File: src/rtl/qpwm_pkg.sv
package qpwm_pkg;
  // low-byte field positions decoded by every channel
  localparam int LO_SEL_BIT  = 3;
  localparam int LO_ARM_BIT  = 0;
  localparam int LO_FINE_LSB = 4;
endpackage

File: src/rtl/qpwm_timer.sv
module qpwm_timer #(
  parameter int PW = 12
) (
  input  logic          clk,
  input  logic          rst,
  input  logic          restart,
  output logic [PW-1:0] cnt,
  output logic          bnd
);
  always_ff @(posedge clk) begin
    if (rst || restart) cnt <= '0;
    else                cnt <= cnt + 1'b1;
  end

  assign bnd = &cnt;
endmodule

File: src/rtl/qpwm_chreg.sv
module qpwm_chreg
  import qpwm_pkg::*;
#(
  parameter int CW = 8,
  parameter int FW = 4
) (
  input  logic          clk,
  input  logic          rst,
  input  logic          clr,
  input  logic          bnd,
  input  logic          wr_lo,
  input  logic          wr_hi,
  input  logic [7:0]    wr_data,
  output logic [CW-1:0] coarse_act,
  output logic [FW-1:0] fine_act,
  output logic          en_act,
  output logic          valid_act
);
  logic [CW-1:0] coarse;
  logic [FW-1:0] fine;
  logic          en_req, valid, armed;

  always_ff @(posedge clk) begin
    if (rst || clr) begin
      coarse     <= '0;
      fine       <= '0;
      en_req     <= 1'b0;
      valid      <= 1'b0;
      armed      <= 1'b0;
      coarse_act <= '0;
      fine_act   <= '0;
      en_act     <= 1'b0;
      valid_act  <= 1'b0;
    end else begin
      if (wr_lo) begin
        en_req <= wr_data[LO_SEL_BIT];
        armed  <= wr_data[LO_SEL_BIT] & wr_data[LO_ARM_BIT];
        if (wr_data[LO_SEL_BIT] && wr_data[LO_ARM_BIT])
          fine <= wr_data[LO_FINE_LSB +: FW];
      end
      if (wr_hi && armed) begin
        coarse <= wr_data[CW-1:0];
        valid  <= 1'b1;
        armed  <= 1'b0;
      end
      if (bnd) begin
        coarse_act <= coarse;
        fine_act   <= fine;
        en_act     <= en_req;
        valid_act  <= valid;
      end
    end
  end


  hi_ignored_chk: assert property (@(posedge clk) disable iff (rst)
    (wr_hi && !armed && !clr) |=> ($stable(coarse) && $stable(valid)));


  en_defer_chk: assert property (@(posedge clk) disable iff (rst)
    (!bnd && !clr) |=> $stable(en_act));
endmodule

File: src/rtl/qpwm_wave.sv
module qpwm_wave #(
  parameter int CW = 8,
  parameter int FW = 4
) (
  input  logic [CW-1:0] tick,
  input  logic [FW-1:0] sub,
  input  logic [CW-1:0] coarse,
  input  logic [FW-1:0] fine,
  output logic          lvl
);
  logic [FW-1:0] rev;
  logic          ext;

  // subsections are lengthened in bit-reversed order so they spread evenly
  always_comb begin
    rev = '0;
    for (int b = 0; b < FW; b++) rev[b] = sub[FW-1-b];
    ext = (rev < fine);
    lvl = ({1'b0, tick} < ({1'b0, coarse} + {{CW{1'b0}}, ext}));
  end
endmodule

File: src/rtl/quad_pwm_ctrl.sv
module quad_pwm_ctrl #(
  parameter int NCH      = 4,
  parameter int COARSE_W = 8,
  parameter int FINE_W   = 4
) (
  input  logic                    clk,
  input  logic                    rst,
  input  logic                    wr_en,
  input  logic [$clog2(NCH)-1:0]  wr_ch,
  input  logic                    wr_hi,
  input  logic [7:0]              wr_data,
  input  logic                    oc_in,
  input  logic                    rst_req_n,
  output logic [NCH-1:0]          pwm_o,
  output logic [NCH-1:0]          pwm_oe
);
  localparam int PW  = COARSE_W + FINE_W;
  localparam int CHW = $clog2(NCH);

  logic [PW-1:0]  cnt;
  logic           bnd, clr, restart;
  logic           rst_pend, rst_hold, oc_act;
  logic [NCH-1:0] en_act_v, valid_act_v, lvl_v, drive_v;

  assign restart = rst_hold & rst_req_n;
  assign clr     = bnd & ~rst_hold & (rst_pend | ~rst_req_n);

  qpwm_timer #(.PW(PW)) u_timer (
    .clk(clk), .rst(rst), .restart(restart), .cnt(cnt), .bnd(bnd)
  );

  always_ff @(posedge clk) begin
    if (rst) begin
      rst_pend <= 1'b0;
      rst_hold <= 1'b0;
      oc_act   <= 1'b0;
    end else begin
      if (rst_hold) begin
        rst_pend <= 1'b0;
        if (rst_req_n) rst_hold <= 1'b0;
      end else if (bnd) begin
        rst_pend <= 1'b0;
        rst_hold <= rst_pend | ~rst_req_n;
      end else if (!rst_req_n) begin
        rst_pend <= 1'b1;
      end
      if (bnd) oc_act <= oc_in;
    end
  end

  for (genvar i = 0; i < NCH; i++) begin : g_ch
    logic                wsel;
    logic [COARSE_W-1:0] coarse_a;
    logic [FINE_W-1:0]   fine_a;

    assign wsel = wr_en & ~rst_hold & (wr_ch == CHW'(i));

    qpwm_chreg #(.CW(COARSE_W), .FW(FINE_W)) u_reg (
      .clk(clk), .rst(rst), .clr(clr), .bnd(bnd),
      .wr_lo(wsel & ~wr_hi), .wr_hi(wsel & wr_hi), .wr_data(wr_data),
      .coarse_act(coarse_a), .fine_act(fine_a),
      .en_act(en_act_v[i]), .valid_act(valid_act_v[i])
    );

    qpwm_wave #(.CW(COARSE_W), .FW(FINE_W)) u_wave (
      .tick(cnt[COARSE_W-1:0]), .sub(cnt[PW-1:COARSE_W]),
      .coarse(coarse_a), .fine(fine_a), .lvl(lvl_v[i])
    );
  end

  assign drive_v = valid_act_v & en_act_v & {NCH{oc_act}};

  always_ff @(posedge clk) begin
    if (rst) begin
      pwm_oe <= '0;
      pwm_o  <= '0;
    end else begin
      pwm_oe <= drive_v;
      pwm_o  <= lvl_v & drive_v;
    end
  end


  oc_sample_chk: assert property (@(posedge clk) disable iff (rst)
    !bnd |=> $stable(oc_act));


  rst_clear_chk: assert property (@(posedge clk) disable iff (rst)
    clr |=> ##1 (pwm_oe == '0));


  hold_quiet_chk: assert property (@(posedge clk) disable iff (rst)
    rst_hold |=> (pwm_oe == '0 && $stable(valid_act_v)));


  o_gated_chk: assert property (@(posedge clk) disable iff (rst)
    ((pwm_o & ~pwm_oe) == '0));
endmodule

File: config.mk
export PLATFORM = sky130hd
export DESIGN_NAME = quad_pwm_ctrl
export DESIGN_NICKNAME = d
export VERILOG_FILES = /design/src/rtl/qpwm_pkg.sv /design/src/rtl/qpwm_timer.sv /design/src/rtl/qpwm_chreg.sv /design/src/rtl/qpwm_wave.sv /design/src/rtl/quad_pwm_ctrl.sv
export SDC_FILE = /design/constraint.sdc
export NUM_CORES = 1
export LEC_CHECK = 0
export ABC_CLOCK_PERIOD_IN_PS = 2510
export BUFFER_PORTS_ARGS = -buffer_cell sky130_fd_sc_hd__buf_2
export CORE_UTILIZATION = 56
export DETAILED_ROUTE_END_ITERATION = 7
export GPL_TIMING_DRIVEN = 0
export PLACE_DENSITY = 0.85
export SLEW_MARGIN = 10
export SYNTH_ARGS = -nofsm -noshare
export SYNTH_HDL_FRONTEND = slang
export SYNTH_SLANG_ARGS = --single-unit
export TNS_END_PERCENT = 20
File: constraint.sdc
create_clock -name clk -period 2.51 [get_ports clk]
set_input_delay 0.1255 -clock clk [delete_from_list [all_inputs] [get_ports clk]]
set_output_delay 0.1255 -clock clk [all_outputs]
set_load 0.02 [all_outputs]
==> reports/qor.tcl, run 1 <==
set qor(overall_die_area_sq_um) 12000
set qor(fin_ws_ns) -0.440
set qor(net-switching-power_mw) 1.11
set qor(rows) 38
set qor(layout_min_cycle_time_ns) 2.95
set qor(power.ir.vdd_worst_v) 0.000375
set qor(via_count_of_the_first_global_routing_pass) 5834
set qor(fin_nets) 844
set qor(dp.cells) 885
set qor(leakagePower_nw) 3.05
set qor(worstPathArrival_ns) 3.31
set qor(netlist_instances) 727
set qor(critPathLaunchType) {flip-flop}
set qor(critical_path.max_stage_delay_ns) 0.37
set qor(area.growth.synth_to_final_pct) 20.3
set qor(mappedNetlistNets) 792
set qor(count_of_yosys_warnings_during_synthesis) 0
set qor(status) {finished with violations}
set qor(totalPowerFinal_mw) 5.20
set qor(drt-pass1-iter-count) 7
set qor(synth_sequential_area_ratio) 0.430
set qor(ys_types) 43
set qor(start_util) 0.587
set qor(finalHoldWorstSlack_ns) 0.0702
set qor(worst-slew-pin-transition_ns) 0.994
set qor(cts_max_path_buffers) 2
set qor(design.core.area_sq_um) 11000
set qor(drt-total-wl_um) 19300
set qor(fin_tns_setup_ns) -1.65
set qor(grt_usage) 0.336
set qor(port_buffer_cells) 18
set qor(cts_made_buffers) 17
set qor(cts_max_level) 4
set qor(final_setup_violations) 4
set qor(powerDensity_nw_per_um2) 668
set qor(avgSynthCellArea_sq_um) 8.90
set qor(drt-vias-per-instance) 6.27
set qor(worst_path_max_delay_cell) {sky130_fd_sc_hd__dfxtp_4}
set qor(max_slew_margin) 0.328
set qor(power_frac_seq) 0.429
set qor(synth_ff_type) {sky130_fd_sc_hd__dfxtp_1}
set qor(timing_max_transition_violations_final) 0
set qor(finalClockSkew_ns) 0.00698
set qor(global_route.overflow_total) 0
set qor(postRouteAntennaNets) 0
set qor(die_height_um) 109
set qor(power_frac_clock) 0.534
set qor(ys_async_sr_fraction) 0
set qor(wl_per_cell_um) 20.7
set qor(path_buf_inv) 3
set qor(number_of_synthesized_flops_with_an_enable_pin) 0
set qor(grt_pass1_wl_um) 29900
set qor(achievable-frequency_mhz) 339
set qor(layout_worst_path_cycle_share) 1.18
set qor(worst-path-max-fanout) 5
set qor(crit_path_cell_trace) {buf_4 -> buf_6 -> ha_4 -> a21o_1 -> a21o_1 -> a21oi_2 -> ha_2 -> and3_4 -> buf_4 -> nand2_1 -> nor2_2 -> xnor2_1 -> ha_1 -> o32ai_2 -> nand2_1 -> o21ai_1}
set qor(postLayoutCellArea_sq_um) 7780
set qor(share_comb_of_total_power) 0.037
set qor(critical_path_required_ns) 2.87
set qor(ctsRootBufferMaster) {sky130_fd_sc_hd__clkbuf_16}
set qor(intPower_mw) 4.09
set qor(critical_path_cell_count) 16
set qor(layout-drive-gt1-share) 0.157
set qor(ff2ff_path_depth) 16
set qor(dieWidth_um) 109
set qor(hpwlAfterDp_um) 11600
set qor(pin_count_of_the_biggest_net_entering_global_routing) 17
set qor(i_o_pins) 24
set qor(area_taken_by_multi_input_logic_gates_sq_um) 3630
set qor(clock_insertion_delay_worst_skew_ns) 0.43
set qor(antenna_found_initial) 0
set qor(area.sequential_sq_um) 2790
set qor(clock_sinks) 139
set qor(layout.filler_cells) 754
set qor(crit_family) {adder cells}
set qor(holdCritPathClass) {in -> reg}
set qor(post-route-drc-count) 0
set qor(max-cap-violations) 0
set qor(yosys_register_bits) 139
set qor(unrepaired_setup_endpoints_after_global_routing) {true}
set qor(clk_transition_reported_paths_ns) 0.06
set qor(critPathKind) {reg -> reg}
set qor(p_sw_frac) 0.214
set qor(failed_checks) {setup timing}
set qor(post_dp_cell_area_sq_um) 6810
set qor(drtIter0Drc) 558
set qor(end_kind) {flip-flop}
set qor(hold_violations) 0
set qor(placer_congestion) 0.869
set qor(tritoncts) {done}
set qor(syn-cell-area_sq_um) 6470
set qor(routed-via-count) 5834
set qor(post_layout_nonfiller_instances) 931
set qor(worst_hold_path.num_cells) 3
set qor(final_antenna_diode_count) 0
layer usage:
metal / GRT usage / vias to the layer above / share of wire
met5: 0 / - / 0
met4: 0.220 / 0 / 0.060
met3: 0.0925 / 108 / 0.081
met2: 0.561 / 329 / 0.48
met1: 0.377 / 2767 / 0.38
li1: - / 2630 / -
worst min-delay path: stages:
cell and delay, ns:
sky130_fd_sc_hd__buf_2 0.16, sky130_fd_sc_hd__mux2i_1 0.10, sky130_fd_sc_hd__nor2_1 0.08
area by class of cell:
cell class	instances	share of cell area
Tap cell	140	0.0225
Multi-Input combinational cell	519	0.467
Inverter	26	0.0125
Clock buffer	20	0.0587
Sequential cell	139	0.358
Clock inverter	11	0.0248
Buffer	43	0.0280
Timing Repair Buffer	33	0.0288
kinds of logic after synthesis:
kind of cell	share of synthesized area
simple gates	0.227
flops	0.430
compound gates	0.0818
buf+inv	0.0485
fa+ha+maj	0.0948
mux	0.0727
xor+xnor	0.0447
cells in the final DEF (no fill, tap or decap), drive strengths merged, types with 9 or more instances in the layout:
| cell | count |
|---|---|
| xor2 | 9 |
| o21ai | 10 |
| nor2 | 87 |
| and3 | 11 |
| clkbuf | 47 |
| xnor2 | 24 |
| nand3 | 116 |
| dfxtp | 139 |
| nand2 | 71 |
| o31ai | 18 |
| mux2i | 47 |
| inv | 25 |
| buf | 47 |
| ha | 49 |
| a21o | 12 |
| a21oi | 19 |
state kept, by name, indices dropped and copies added (netlist names), 12 cells and up:
name and cells:
g_ch.u_reg.coarse_act 32, g_ch.u_reg.fine_act 16, g_ch.u_reg.fine 16, g_ch.u_reg.coarse 32
u_timer.cnt 12
worst paths after layout:
check,startpoint,endpoint,slack [ns]
max reg2reg,u_timer.cnt[10],pwm_o[2],-0.44
min,wr_data[1],g_ch[3].u_reg.coarse[1],0.07
min reg2reg,g_ch[1].u_reg.valid_act,g_ch[1].u_reg.valid_act,0.45
max,u_timer.cnt[10],pwm_o[2],-0.44
power groups by stage:
| stage | clock network, mW | registers (mW) | logic, mW |
|---|---|---|---|
| after CTS | 2.75 | 2.23 | 0.181 |
| after detailed placement | 0 | 2.28 | 0.172 |
| after global routing | 2.87 | 2.23 | 0.208 |
| after global placement | 0 | 2.28 | 0.163 |
| final | 2.77 | 2.23 | 0.193 |
| after floorplan | 0 | 2.27 | 0.115 |
synthesized netlist by cell type (2+ instances only):
cell / n / area (sq um)
sky130_fd_sc_hd__nand2_1: 71 / 267
sky130_fd_sc_hd__nand2b_1: 5 / 31.3
sky130_fd_sc_hd__buf_1: 2 / 7.51
sky130_fd_sc_hd__and3_1: 11 / 68.8
sky130_fd_sc_hd__nor3b_1: 2 / 15.0
sky130_fd_sc_hd__nand4_1: 2 / 12.5
sky130_fd_sc_hd__a21oi_1: 19 / 95.1
sky130_fd_sc_hd__nand3_1: 116 / 581
sky130_fd_sc_hd__buf_6: 6 / 67.6
sky130_fd_sc_hd__mux2i_1: 47 / 470
sky130_fd_sc_hd__a21o_1: 12 / 90.1
sky130_fd_sc_hd__xnor2_1: 24 / 210
sky130_fd_sc_hd__dfxtp_1: 139 / 2780
sky130_fd_sc_hd__nor4_1: 4 / 25.0
sky130_fd_sc_hd__clkbuf_1: 27 / 101
sky130_fd_sc_hd__ha_1: 49 / 613
sky130_fd_sc_hd__nor2b_1: 2 / 12.5
sky130_fd_sc_hd__o2111a_1: 4 / 45.0
sky130_fd_sc_hd__nor4bb_1: 2 / 20.0
sky130_fd_sc_hd__a211o_1: 2 / 17.5
sky130_fd_sc_hd__o31ai_1: 17 / 128
sky130_fd_sc_hd__xor2_1: 9 / 78.8
sky130_fd_sc_hd__nor2_1: 86 / 323
sky130_fd_sc_hd__o21a_1: 3 / 22.5
sky130_fd_sc_hd__nor3_1: 3 / 15.0
sky130_fd_sc_hd__buf_2: 8 / 40.0
sky130_fd_sc_hd__o31a_1: 2 / 17.5
sky130_fd_sc_hd__nand4bb_1: 2 / 22.5
sky130_fd_sc_hd__o32ai_1: 4 / 35.0
sky130_fd_sc_hd__inv_1: 25 / 93.8
sky130_fd_sc_hd__o21ai_0: 10 / 50.1
through the flow:
step,worst slack (ns),utilization
final,-0.440,0.706
after global routing,-0.544,0.706
after CTS,-0.320,0.697
after detailed placement,-0.384,0.617
after global placement,-0.257,0.617
after floorplan,-0.0221,-
timing repair:
| item | in CTS | in global routing |
|---|---|---|
| gates resized for setup | 33 | 8 |
| pin swaps | 21 | 30 |
| hold buffers | 2 | 0 |
| endpoints found under the setup margin | 44 | 70 |
| hold endpoints to repair | 2 | 0 |
| setup buffers | 6 | 7 |
No activity file was read; power rests on OpenSTA's default activity.
==> run 2, diff against run 1 <==
- ABC_AREA: default -> 0
- CORE_MARGIN: default -> 1.5
==> reports/qor.tcl, run 2 (synthesis gave the netlist of run 1 again) <==
set qor(layout_min_cycle_time_ns) 2.82 ;# was 2.95 ns
set qor(critical_path_required_ns) 2.87 ;# about the same
set qor(area_taken_by_multi_input_logic_gates_sq_um) 3610 ;# was 3630 sq um
set qor(powerDensity_nw_per_um2) 629 ;# was 668 nW/um^2
set qor(status) {finished with violations} ;# unchanged
set qor(commonest_non_fill_non_tap_cell_in_the_layout) {sky130_fd_sc_hd__dfxtp_1} ;# unchanged
set qor(clock_insertion_delay_worst_skew_ns) 0.42 ;# was 0.43 ns
set qor(layout.filler_cells) 792 ;# was 754
set qor(post_layout_nonfiller_instances) 934 ;# was 931
set qor(failed_checks) {setup timing} ;# unchanged
set qor(port_buffer_cells) 18 ;# unchanged
set qor(finalHoldWorstSlack_ns) 0.0577 ;# was 0.0702 ns
set qor(holdCritPathClass) {in -> reg} ;# unchanged
set qor(rows) 39 ;# was 38
set qor(post_dp_cell_area_sq_um) 6810 ;# about the same
set qor(design.core.area_sq_um) 11300 ;# was 11000 sq um
set qor(timing_max_transition_violations_final) 0 ;# unchanged
set qor(area.growth.synth_to_final_pct) 18.8 ;# was 20.3%
set qor(unrepaired_setup_endpoints_after_global_routing) {true} ;# unchanged
set qor(finalClockSkew_ns) 0.0106 ;# was 0.00698 ns
set qor(placer_congestion) 0.864 ;# was 0.869
set qor(postRouteAntennaNets) 0 ;# unchanged
set qor(fin_nets) 843 ;# was 844
set qor(post-route-drc-count) 0 ;# unchanged
set qor(layout_worst_path_cycle_share) 1.13 ;# was 1.18
set qor(cts_max_path_buffers) 2 ;# unchanged
set qor(worstPathArrival_ns) 3.18 ;# was 3.31 ns
set qor(end_kind) {flip-flop} ;# unchanged
set qor(critPathKind) {reg -> reg} ;# unchanged
set qor(clock_sinks) 139 ;# unchanged
set qor(worst-path-max-fanout) 5 ;# unchanged
set qor(drt-pass1-iter-count) 8 ;# was 7
set qor(worst-slew-pin-transition_ns) 0.988 ;# was 0.994 ns
set qor(hpwlAfterDp_um) 11600 ;# about the same
set qor(i_o_pins) 24 ;# unchanged
set qor(cts_made_buffers) 17 ;# unchanged
set qor(pin_count_of_the_biggest_net_entering_global_routing) 17 ;# unchanged
set qor(via_count_of_the_first_global_routing_pass) 5586 ;# was 5834
set qor(die_height_um) 110 ;# was 109 um
set qor(achievable-frequency_mhz) 354 ;# was 339 MHz
set qor(cts_max_level) 4 ;# unchanged
set qor(most-common-layout-cells) {sky130_fd_sc_hd__dfxtp_1 (132), sky130_fd_sc_hd__nand3_1 (109), sky130_fd_sc_hd__nor2_1 (82), sky130_fd_sc_hd__nand2_1 (71), sky130_fd_sc_hd__mux2i_1 (47)} ;# was sky130_fd_sc_hd__dfxtp_1 (137), sky130_fd_sc_hd__nand3_1 (109), sky130_fd_sc_hd__nor2_1 (79), sky130_fd_sc_hd__nand2_1 (71), sky130_fd_sc_hd__mux2i_1 (47)
set qor(max_slew_margin) 0.332 ;# was 0.328
set qor(dieWidth_um) 110 ;# was 109 um
set qor(wl_per_cell_um) 19.2 ;# was 20.7 um
set qor(antenna_found_initial) 0 ;# unchanged
set qor(start_util) 0.572 ;# was 0.587
set qor(final_setup_violations) 4 ;# unchanged
set qor(final_antenna_diode_count) 0 ;# unchanged
set qor(max-cap-violations) 0 ;# unchanged
set qor(tritoncts) {done} ;# unchanged
set qor(area.sequential_sq_um) 2790 ;# about the same
set qor(global_route.overflow_total) 0 ;# unchanged
set qor(drt-vias-per-instance) 6.07 ;# was 6.27
set qor(final_core_util) 0.679 ;# was 0.706
set qor(hold_violations) 0 ;# unchanged
set qor(overall_die_area_sq_um) 12200 ;# was 12000 sq um
set qor(top_regs) {g_ch.u_reg.coarse (32), g_ch.u_reg.coarse_act (32)} ;# unchanged
set qor(power.ir.vdd_worst_v) 0.000527 ;# was 0.000375 V
set qor(layout-drive-gt1-share) 0.158 ;# was 0.157
set qor(ctsRootBufferMaster) {sky130_fd_sc_hd__clkbuf_16} ;# unchanged
set qor(drtIter0Drc) 527 ;# was 558
set qor(routed-via-count) 5672 ;# was 5834
set qor(grt_usage) 0.286 ;# was 0.336
set qor(fin_ws_ns) -0.314 ;# was -0.440 ns
set qor(dp.cells) 888 ;# was 885
set qor(leakagePower_nw) 3.00 ;# was 3.05 nW
set qor(postLayoutCellArea_sq_um) 7690 ;# was 7780 sq um
set qor(drt-total-wl_um) 17900 ;# was 19300 um
set qor(grt_pass1_wl_um) 27600 ;# was 29900 um
set qor(clk_transition_reported_paths_ns) 0.06 ;# about the same
set qor(totalPowerFinal_mw) 4.84 ;# was 5.20 mW
set qor(critPathLaunchType) {flip-flop} ;# unchanged
-- run 2: path summary, 6_finish.rpt --
kind | from | end | slack [ns] | depth (start not counted)
max | u_timer.cnt[10] | pwm_o[1] | -0.31 | 14
min | wr_data[1] | g_ch[1].u_reg.coarse[1] | 0.06 | 3
max reg2reg | u_timer.cnt[10] | pwm_o[1] | -0.31 | 14
min reg2reg | g_ch[1].u_reg.valid_act | g_ch[1].u_reg.valid_act | 0.45 | 2
-- run 2: layout make-up --
cell class,count,area share
flip-flops and latches,139,0.364
clock inverters,9,0.0114
repair buffers,32,0.0277
well taps,143,0.0233
plain buffers,43,0.0283
inverters,26,0.0127
multi-input cells,519,0.470
clock buffers,23,0.0635
-- run 2: timing repair --
action                                 CTS  global route
hold buffers                             2             0
pin swaps                               22            14
setup endpoints to repair               45            95
resized for setup                       29            12
buffers inserted                         7             5
endpoints found under the hold margin    2             0
-- run 2: power breakdown --
group | switching (mW) | internal (mW)
logic | 0.126 | 0.0644
registers | 0.0167 | 2.22
clock network | 0.945 | 1.47
total | 1.09 | 3.75
-- run 2: critical path: stages (launching register included) --
cell,delay [ns]
sky130_fd_sc_hd__dfxtp_4,0.38
sky130_fd_sc_hd__buf_4,0.15
sky130_fd_sc_hd__ha_4,0.22
sky130_fd_sc_hd__a21o_1,0.15
sky130_fd_sc_hd__a21o_1,0.17
sky130_fd_sc_hd__a21oi_2,0.22
sky130_fd_sc_hd__ha_2,0.25
sky130_fd_sc_hd__and3_4,0.22
sky130_fd_sc_hd__nand3_4,0.08
sky130_fd_sc_hd__xor2_2,0.19
sky130_fd_sc_hd__ha_1,0.32
sky130_fd_sc_hd__a21o_1,0.17
sky130_fd_sc_hd__nand2_1,0.06
sky130_fd_sc_hd__nand3_1,0.07
sky130_fd_sc_hd__o21ai_1,0.13
-- run 2: through the flow --
stage	setup WS [ns]	setup TNS (ns)
final	-0.314	-1.09
after global routing	-0.443	-1.44
after CTS	-0.282	-0.878
after detailed placement	-0.369	-5.55
after global placement	-0.263	-2.54
after floorplan	-0.0221	-0.0221
-- run 2: routing by layer --
metal	part of all wire	track usage
met5	0	0
met4	0.050	0.142
met3	0.079	0.0730
met2	0.47	0.486
met1	0.40	0.336
